===== src/rtl/led_pwm_pkg.sv =====
package led_pwm_pkg;
  localparam int NCH    = 4;
  localparam int DUTY_W = 8;
  localparam int GRP_W  = 6;
  localparam int ADDR_W = 4;

  localparam logic [ADDR_W-1:0] CFG_ADDR   = 4'h1;
  localparam logic [ADDR_W-1:0] DUTY_BASE  = 4'h2;
  localparam logic [ADDR_W-1:0] MODE_ADDR  = 4'h8;

  typedef enum logic [1:0] {
    MODE_OFF = 2'b00,
    MODE_ON  = 2'b01,
    MODE_IND = 2'b10,
    MODE_GRP = 2'b11
  } chan_mode_e;
endpackage


===== src/rtl/led_pwm_timebase.sv =====
module led_pwm_timebase #(
  parameter int CNT_W = 8
) (
  input  logic             clk,
  input  logic             rst_n,
  input  logic             step_tick,
  output logic [CNT_W-1:0] cnt,
  output logic             boundary
);
  always_ff @(posedge clk) begin
    if (!rst_n)         cnt <= '0;
    else if (step_tick) cnt <= cnt + 1'b1;
  end

  assign boundary = step_tick && (cnt == {CNT_W{1'b1}});
endmodule


===== src/rtl/led_pwm_regs.sv =====
module led_pwm_regs
  import led_pwm_pkg::*;
#(
  parameter int N  = NCH,
  parameter int DW = DUTY_W,
  parameter int AW = ADDR_W
) (
  input  logic                  clk,
  input  logic                  rst_n,
  input  logic                  wr_en,
  input  logic [AW-1:0]         wr_addr,
  input  logic [DW-1:0]         wr_data,
  input  logic                  bus_stop,
  input  logic                  bus_ack,
  input  logic                  boundary,
  output logic                  cfg_inv,
  output logic                  cfg_on_ack,
  output logic                  cfg_totem,
  output logic [N-1:0][DW-1:0]  act_duty,
  output logic [N-1:0][1:0]     act_mode,
  output logic                  armed
);
  localparam int MODE_BITS = 2 * N;

  logic [N-1:0][DW-1:0] sh_duty;
  logic [N-1:0][1:0]    sh_mode;
  logic                 event_hit;
  logic                 do_copy;

  assign event_hit = cfg_on_ack ? bus_ack : bus_stop;
  assign do_copy   = boundary && (armed || event_hit);

  always_ff @(posedge clk) begin
    if (!rst_n) begin
      cfg_inv    <= 1'b0;
      cfg_on_ack <= 1'b0;
      cfg_totem  <= 1'b1;
    end else if (wr_en && wr_addr == CFG_ADDR) begin
      cfg_inv    <= wr_data[0];
      cfg_on_ack <= wr_data[1];
      cfg_totem  <= wr_data[2];
    end
  end

  always_ff @(posedge clk) begin
    if (!rst_n) sh_mode <= '0;
    else if (wr_en && wr_addr == MODE_ADDR) sh_mode <= wr_data[MODE_BITS-1:0];
  end

  for (genvar i = 0; i < N; i++) begin : g_duty
    always_ff @(posedge clk) begin
      if (!rst_n) sh_duty[i] <= '0;
      else if (wr_en && wr_addr == AW'(DUTY_BASE + i)) sh_duty[i] <= wr_data;
    end
  end

  always_ff @(posedge clk) begin
    if (!rst_n) begin
      armed    <= 1'b0;
      act_duty <= '0;
      act_mode <= '0;
    end else begin
      if (do_copy) begin
        act_duty <= sh_duty;
        act_mode <= sh_mode;
        armed    <= 1'b0;
      end else if (event_hit) begin
        armed    <= 1'b1;
      end
    end
  end
endmodule


===== src/rtl/led_pwm_slice.sv =====
module led_pwm_slice
  import led_pwm_pkg::*;
#(
  parameter int CNT_W = 8,
  parameter int DW    = DUTY_W,
  parameter int GW    = GRP_W
) (
  input  logic             clk,
  input  logic             rst_n,
  input  logic [CNT_W-1:0] cnt,
  input  logic [DW-1:0]    duty,
  input  logic [1:0]       mode,
  input  logic             inv,
  input  logic             totem,
  output logic             pin_out,
  output logic             pin_oe
);
  logic lit;
  logic lvl;

  always_comb begin
    unique case (chan_mode_e'(mode))
      MODE_OFF: lit = 1'b0;
      MODE_ON:  lit = 1'b1;
      MODE_IND: lit = cnt[DW-1:0] < duty;
      MODE_GRP: lit = cnt[GW-1:0] < duty[DW-1:DW-GW];
      default:  lit = 1'b0;
    endcase
  end

  assign lvl = lit ^ inv;

  always_ff @(posedge clk) begin
    if (!rst_n) begin
      pin_out <= 1'b0;
      pin_oe  <= 1'b1;
    end else begin
      pin_out <= lvl;
      pin_oe  <= totem || !lvl;
    end
  end
endmodule


===== src/rtl/led_pwm4.sv =====
module led_pwm4
  import led_pwm_pkg::*;
#(
  parameter int N  = NCH,
  parameter int DW = DUTY_W,
  parameter int AW = ADDR_W
) (
  input  logic          clk,
  input  logic          rst_n,
  input  logic          step_tick,
  input  logic          wr_valid,
  output logic          wr_ready,
  input  logic [AW-1:0] wr_addr,
  input  logic [DW-1:0] wr_data,
  input  logic          bus_stop,
  input  logic          bus_ack,
  output logic [N-1:0]  led_out,
  output logic [N-1:0]  led_oe
);
  localparam int CNT_W = DW;

  logic [CNT_W-1:0]     cnt;
  logic                 boundary;
  logic                 cfg_inv, cfg_on_ack, cfg_totem, armed;
  logic [N-1:0][DW-1:0] act_duty;
  logic [N-1:0][1:0]    act_mode;

  assign wr_ready = 1'b1;

  led_pwm_timebase #(.CNT_W(CNT_W)) u_tb (
    .clk(clk), .rst_n(rst_n), .step_tick(step_tick),
    .cnt(cnt), .boundary(boundary)
  );

  led_pwm_regs #(.N(N), .DW(DW), .AW(AW)) u_regs (
    .clk(clk), .rst_n(rst_n),
    .wr_en(wr_valid && wr_ready), .wr_addr(wr_addr), .wr_data(wr_data),
    .bus_stop(bus_stop), .bus_ack(bus_ack), .boundary(boundary),
    .cfg_inv(cfg_inv), .cfg_on_ack(cfg_on_ack), .cfg_totem(cfg_totem),
    .act_duty(act_duty), .act_mode(act_mode), .armed(armed)
  );

  for (genvar i = 0; i < N; i++) begin : g_ch
    led_pwm_slice #(.CNT_W(CNT_W), .DW(DW), .GW(GRP_W)) u_slice (
      .clk(clk), .rst_n(rst_n), .cnt(cnt),
      .duty(act_duty[i]), .mode(act_mode[i]),
      .inv(cfg_inv), .totem(cfg_totem),
      .pin_out(led_out[i]), .pin_oe(led_oe[i])
    );
  end
endmodule


===== config.mk =====
export PLATFORM = sky130hd
export DESIGN_NAME = led_pwm4
export DESIGN_NICKNAME = d
export VERILOG_FILES = /design/src/rtl/led_pwm_pkg.sv /design/src/rtl/led_pwm_timebase.sv /design/src/rtl/led_pwm_regs.sv /design/src/rtl/led_pwm_slice.sv /design/src/rtl/led_pwm4.sv
export SDC_FILE = /design/constraint.sdc
export NUM_CORES = 1
export LEC_CHECK = 0
export ABC_AREA = 1
export BUFFER_PORTS_ARGS = -buffer_cell sky130_fd_sc_hd__buf_2
export CORE_UTILIZATION = 56
export CTS_CLUSTER_SIZE = 40
export DETAILED_ROUTE_END_ITERATION = 7
export GPL_TIMING_DRIVEN = 0
export PLACE_DENSITY = 0.85
export REMOVE_ABC_BUFFERS = 1
export SLEW_MARGIN = 20
export SYNTH_ARGS = -nofsm -noshare
export SYNTH_HDL_FRONTEND = slang
export SYNTH_HIERARCHICAL = 1
export SYNTH_SLANG_ARGS = --single-unit

===== constraint.sdc =====
create_clock -name clk -period 1.9 [get_ports clk]
set_input_delay 0.57 -clock clk [delete_from_list [all_inputs] [get_ports clk]]
set_output_delay 0.57 -clock clk [all_outputs]
set_load 0.02 [all_outputs]

==> results of run 1 <==
[area by class of cell]
class	instances	area, sq um	share of cell area
clock buffer	10	138	0.0222
multi-input combinational	569	2940	0.475
tap	133	166	0.0268
sequential	100	2020	0.326
clock inverter	6	70.1	0.0113
timing repair buffer	39	333	0.0537
inverter	140	526	0.0848
[kinds of logic after synthesis]
group / after synthesis
AND/OR/NAND/NOR: 435
buffers and inverters: 169
flip-flops: 100
AO/OA/AOI/OAI: 83
adder cells (fa/ha/maj): 49
other: 1
[layout by cell type (no fill, tap or decap), types with 4 or more instances in the layout]
master	n
a21boi_2	4
clkbuf_8	10
nor2_4	4
nand3_2	4
buf_2	24
ha_1	49
a21oi_1	54
o21bai_1	18
nand3_1	56
nand4_1	4
inv_1	134
dfxtp_1	94
inv_2	6
a21oi_2	4
buf_4	10
dfxtp_4	5
nor2_1	150
nand2_2	4
nand2_1	208
[sequential cells by signal (all words and copies together), names as in the netlist]
name / cells
u_regs/armed: 1
u_regs/cfg_on_ack: 1
g_ch.u_slice/pin_oe: 4
u_regs/sh_duty: 32
u_regs/cfg_inv: 1
u_regs/act_duty: 32
u_regs/cfg_totem: 1
g_ch.u_slice/pin_out: 4
u_regs/act_mode: 8
u_tb/cnt: 8
u_regs/sh_mode: 8
[per-stage QoR]
| step | worst slack, ns | std cells |
|---|---|---|
| detailed placement | -0.722 | 969 |
| floorplan | -2.01 | 808 |
| global placement | -4.09 | 966 |
| CTS | 0.0209 | 992 |
| finish | 0.105 | 997 |
| global route | 0.00318 | 997 |
[repair_timing]
item / CTS / global route
gates resized for setup: 12 / 6
endpoints found under the hold margin: 0 / 0
setup endpoints to repair: 44 / 38
setup buffers: 4 / 5
gates cloned: 3 / 0
pin swaps: 1 / 1
[per-layer routing]
layer	up-vias	GRT usage	wire [microns]
met2	134	0.428	5890
met3	29	0.0511	591
met4	0	0.113	289
met1	2217	0.335	5800
met5	-	0	0
li1	2611	-	-
[worst paths after layout]
check	startpoint	to
max	u_tb/cnt[3]	g_ch[1].u_slice/pin_oe
min	step_tick	u_tb/cnt[0]
max reg2reg	u_tb/cnt[3]	g_ch[1].u_slice/pin_oe
min reg2reg	u_regs/sh_duty[16]	u_regs/sh_duty[16]
[power breakdown]
group	internal, mW	switching [mW]	total [mW]
combinational	0.118	0.236	0.354
sequential	2.12	0.0169	2.13
clock	0.654	0.767	1.42
total	2.89	1.02	3.91
==> flow_metrics.tcl, run 1 <==
set metrics [dict create \
    viasPerCell 5.01 \
    holdPathStages 2 \
    slew_headroom 0.442 \
    clkSinkCount 100 \
    routedWlPerCell_microns 12.6 \
    syn_area_per_cell_sq_um 6.66 \
    finClkSkew_ns 0.00814 \
    synth_top_area_frac 0.359 \
    cts_hold_buf 0 \
    crit_slowest_cell "dfxtp_4" \
    finalSetupTns_ns 0 \
    min_period_ns 1.80 \
    dieArea_sq_mm 0.0104 \
    dr_total_vias 4991 \
    synth_ff_type "dfxtp_1" \
    period_share 0.945 \
    grt_overflow 0 \
    synth_edf_count 0 \
    dieHeight_microns 102 \
    cts_tree "yes" \
    synth_fa_ha_area_frac 0.110 \
    postPlaceCellArea_sq_mm 0.00581 \
    drt-pass1-iter-count 5 \
    synth_most_common_cell "nand2_1" \
    tightest_slew_ns 0.837 \
    crit_arrival_ns 2.03 \
    critical_path_class "flip-flop to flip-flop" \
    drtIter0Drc 345 \
    path_delay_family "simple AND/OR/NAND/NOR gates" \
    row_count 36 \
    clock_latency_ns 0.38 \
    gp_congestion 0.834 \
    outcome "finished clean" \
    hold_viol_final 0 \
    synth_area_leaders "dfxtp_1, nand2_1, ha_1" \
    hold_slack_ns 0.447 \
    synth_top_family_by_area "simple AND/OR/NAND/NOR gates" \
    yosys_warnings 6 \
    min-delay-path-class "input pin to flip-flop" \
    grt_pass1_vias 4471 \
    cp_common_cell "nand2_1" \
    area_growth_pct 11.2 \
    worst-r2r-cell-count 13 \
    max_stage_delay_ns 0.36 \
    synth_simple_gate_area_share 0.321 \
    final_core_util 0.637 \
    grt_first_pass_wirelength_mm 20.8 \
    cp.depth 13 \
    portBuffers 25 \
    root_buffer "clkbuf_8" \
    p_per_area_mw_per_mm2 631 \
    antenna_found_initial 0 \
    dp_hpwl_mm 7.99 \
    htreeDepth 3 \
    groute.usage.overall 0.261 \
    clkSlewWorstSetupHoldPaths_ns 0.10 \
    slew_viol_final 0 \
    cp_max_fo 10 \
    fillers 877 \
    fp.dieW_microns 102 \
    diodes 0 \
    ys_types 25 \
    numCtsBuffers 9 \
    final_nets 926 \
    end_kind "flip-flop" \
    finalPower_mw 3.91 \
    ff2ff_setup_slack_ns 0.10 \
    yosysTopAreaCell "dfxtp_1" \
    crit_required_ns 2.14 \
    ys_ff_latch 100 \
    synth.cell_area_sq_mm 0.00558 \
    clockBufferDepth 2 \
    floorplan.initialDensity 0.573 \
    seq_area_frac_synth 0.359 \
    netlist_instances 837 \
    synthArstFlopShare 0 \
    crit_chain "buf_4 > buf_4 > ha_1 > nand2_1 > nand2_1 > a21oi_2 > nand2_1 > nand2_1 > nand2_1 > nand2_1 > nand2_2 > nand2_1 > nand3_1" \
    ir_drop_mv 0.468 \
    grt_start_max_net_pins 83 \
    antenna_left 0 \
    ys_top_cells_by_count "nand2_1, nor2_1, inv_1, dfxtp_1, nand3_1" \
    coreArea_sq_mm 0.00973 \
    wl_mm 12.6 \
    finalSetupViolations 0 \
    synth-compound-area-share 0.0897 \
    io_pins 27 \
    fin_area_sq_mm 0.00620 \
    drcViolationCount 0 \
    fmax_mhz 557 \
    rsz0062_at_grt "no" \
    cellLeakagePower_nw 2.85 \
    cap_viol_max_count 0 \
    synth_xor_area_frac 0 \
    setup.worst_path.start_class "flip-flop" \
    drive_above_1_share 0.106 \
    crit_buf_inv 2 \
    synth_mux_area_frac 0 \
]
Note: power is estimated with default switching activity, not from simulation.
==> run 2: changes to the inputs <==
CORE_UTILIZATION = 51   (was 56)
PLACE_DENSITY = 0.79   (was 0.85)
==> run 2 against run 1 <==
  * Non-clock buffer count down 5
  * Utilization is 5.0 points lower
  * Clock skew rose by 0.0044 ns
  * Critical path depth down 9
  * Critical path type is now input pin to flip-flop
  * Critical endpoint is now u_regs/sh_mode[7]
  * Largest power group unchanged
==> flow_metrics.tcl, run 2 (same netlist as run 1, synthesis figures left out) <==
set metrics [dict create \
    coreArea_sq_mm 0.0105 \
    slew_viol_final 0 \
    grt_first_pass_wirelength_mm 19.8 \
    drcViolationCount 0 \
    numCtsBuffers 9 \
    crit_slowest_cell "buf_4" \
    htreeDepth 3 \
    multiInputGateArea_sq_mm 0.00293 \
    clock_latency_ns 0.37 \
    cp.depth 4 \
    r2r-end "u_regs/act_duty[7]" \
    hold_slack_ns 0.461 \
    crit_buf_inv 2 \
    crit_required_ns 2.21 \
    switching_share 0.268 \
    register_area_sq_mm 0.00202 \
    dp_hpwl_mm 7.91 \
    gp_congestion 0.820 \
    clkSlewWorstSetupHoldPaths_ns 0.10 \
    final_common_cell "nand2_1" \
    ir_drop_mv 0.429 \
    area_growth_pct 10.1 \
    ff2ff_setup_slack_ns 0.16 \
    critical_path_class "input pin to flip-flop" \
    diodes 0 \
    final_core_util 0.587 \
    pwr-share-comb 0.089 \
    finClkSkew_ns 0.0125 \
    routedWlPerCell_microns 11.6 \
    slew_headroom 0.442 \
    crit_arrival_ns 2.07 \
    drive_above_1_share 0.0979 \
    p_seq_frac 0.541 \
    floorplan.initialDensity 0.533 \
    drt-pass1-iter-count 5 \
    dieHeight_microns 107 \
    drtIter0Drc 242 \
    grt_overflow 0 \
    cap_viol_max_count 0 \
    viasPerCell 4.81 \
    hp-start "step_tick" \
    portBuffers 25 \
    end_kind "flip-flop" \
    dieArea_sq_mm 0.0114 \
    setup.worst_path.start_class "input pin" \
    worstHoldEndpoint "u_tb/cnt[0]" \
    fin_area_sq_mm 0.00614 \
    internal_power_mw 2.88 \
    row_count 37 \
    cts_hold_buf 0 \
    period_share 0.927 \
    cp_max_fo 82 \
    min_period_ns 1.76 \
    postPlaceCellArea_sq_mm 0.00586 \
    tightest_slew_ns 0.837 \
    p_switching_mw 1.06 \
    r2r_start "u_tb/cnt[0]" \
    final_nets 920 \
    finalSetupViolations 0 \
    worst-r2r-cell-count 10 \
    cellLeakagePower_nw 2.83 \
    final_cell_mix "nand2_1, nor2_1, inv_1, dfxtp_1, nand3_1" \
    finalPower_mw 3.94 \
    wl_mm 11.6 \
    grt_start_max_net_pins 83 \
    crit_chain "buf_4 > inv_1 > o21bai_1 > nor2_1" \
    grt_pass1_vias 4223 \
    holdPathStages 2 \
    rsz0062_at_grt "no" \
    clockBufferDepth 2 \
    fp.dieW_microns 107 \
    antenna_left 0 \
    clkSinkCount 100 \
    max_stage_delay_ns 0.62 \
    path_delay_family "buffers and inverters" \
    clock_power_share 0.369 \
    hold_viol_final 0 \
    p_per_area_mw_per_mm2 642 \
    cts_tree "yes" \
    antenna_found_initial 0 \
    dr_total_vias 4778 \
    outcome "finished clean" \
    root_buffer "clkbuf_8" \
    reg.largest.list "u_regs/act_duty: 32 flops, u_regs/sh_duty: 32 flops" \
    groute.usage.overall 0.218 \
    min-delay-path-class "input pin to flip-flop" \
    fmax_mhz 568 \
    fillers 1009 \
    io_pins 27 \
]
-- run 2: cell types whose count changed in the layout (fill, tap and decap cells not counted), sizes merged --
cell and delta:
inv +1, clkinvlp -2, clkbuf -2, buf -2
bufbuf -2, nor2 -1, clkinv +2
-- run 2: routing by layer --
metal / vias to the layer above / routed length, microns / track usage
met1: 2093 / 5660 / 0.301
met3: 9 / 476 / 0.0353
met2: 84 / 5320 / 0.353
met5: - / 0 / 0
met4: 0 / 120 / 0.0548
li1: 2592 / - / -
-- run 2: area by class of cell --
cell class	count	area share
Inverter	140	0.0856
Clock inverter	7	0.0153
Tap cell	136	0.0277
Sequential cell	100	0.329
Clock buffer	9	0.0202
Multi-Input combinational cell	568	0.477
Timing Repair Buffer	34	0.0448
-- run 2: repair_timing --
item | CTS | global route
resized for setup | 9 | 4
endpoints found under the setup margin | 42 | 27
pin swaps | 1 | 1
setup buffers | 4 | 1
-- run 2: how the worst max path moves through the flow --
stage	startpoint	end	slack, ns
finish	rst_n	u_regs/sh_mode[7]	0.14
global route	rst_n	u_regs/sh_mode[4]	0.005
CTS	u_tb/cnt[3]	u_regs/act_duty[7]	0.02
detailed placement	u_tb/cnt[1]	u_regs/act_duty[7]	-0.66
global placement	u_tb/cnt[1]	u_regs/act_duty[7]	-3.94
floorplan	u_tb/cnt[1]	u_regs/act_duty[0]	-2.01
-- run 2: power by group through the flow --
stage	combinational, mW	sequential [mW]	clock, mW
2_1_floorplan	0.208	2.19	0
5_1_grt	0.402	2.14	1.58
4_1_cts	0.351	2.14	1.49
3_5_place_dp	0.333	2.20	0
6_report	0.352	2.13	1.46
3_3_place_gp	0.318	2.20	0
-- run 2: per-stage QoR --
stage | instances | setup WS (ns) | setup TNS, ns
floorplan | 808 | -2.01 | -82.40
global placement | 969 | -3.94 | -168.93
detailed placement | 973 | -0.657 | -23.91
CTS | 993 | 0.0216 | 0
global route | 994 | 0.00504 | 0
finish | 994 | 0.139 | 0
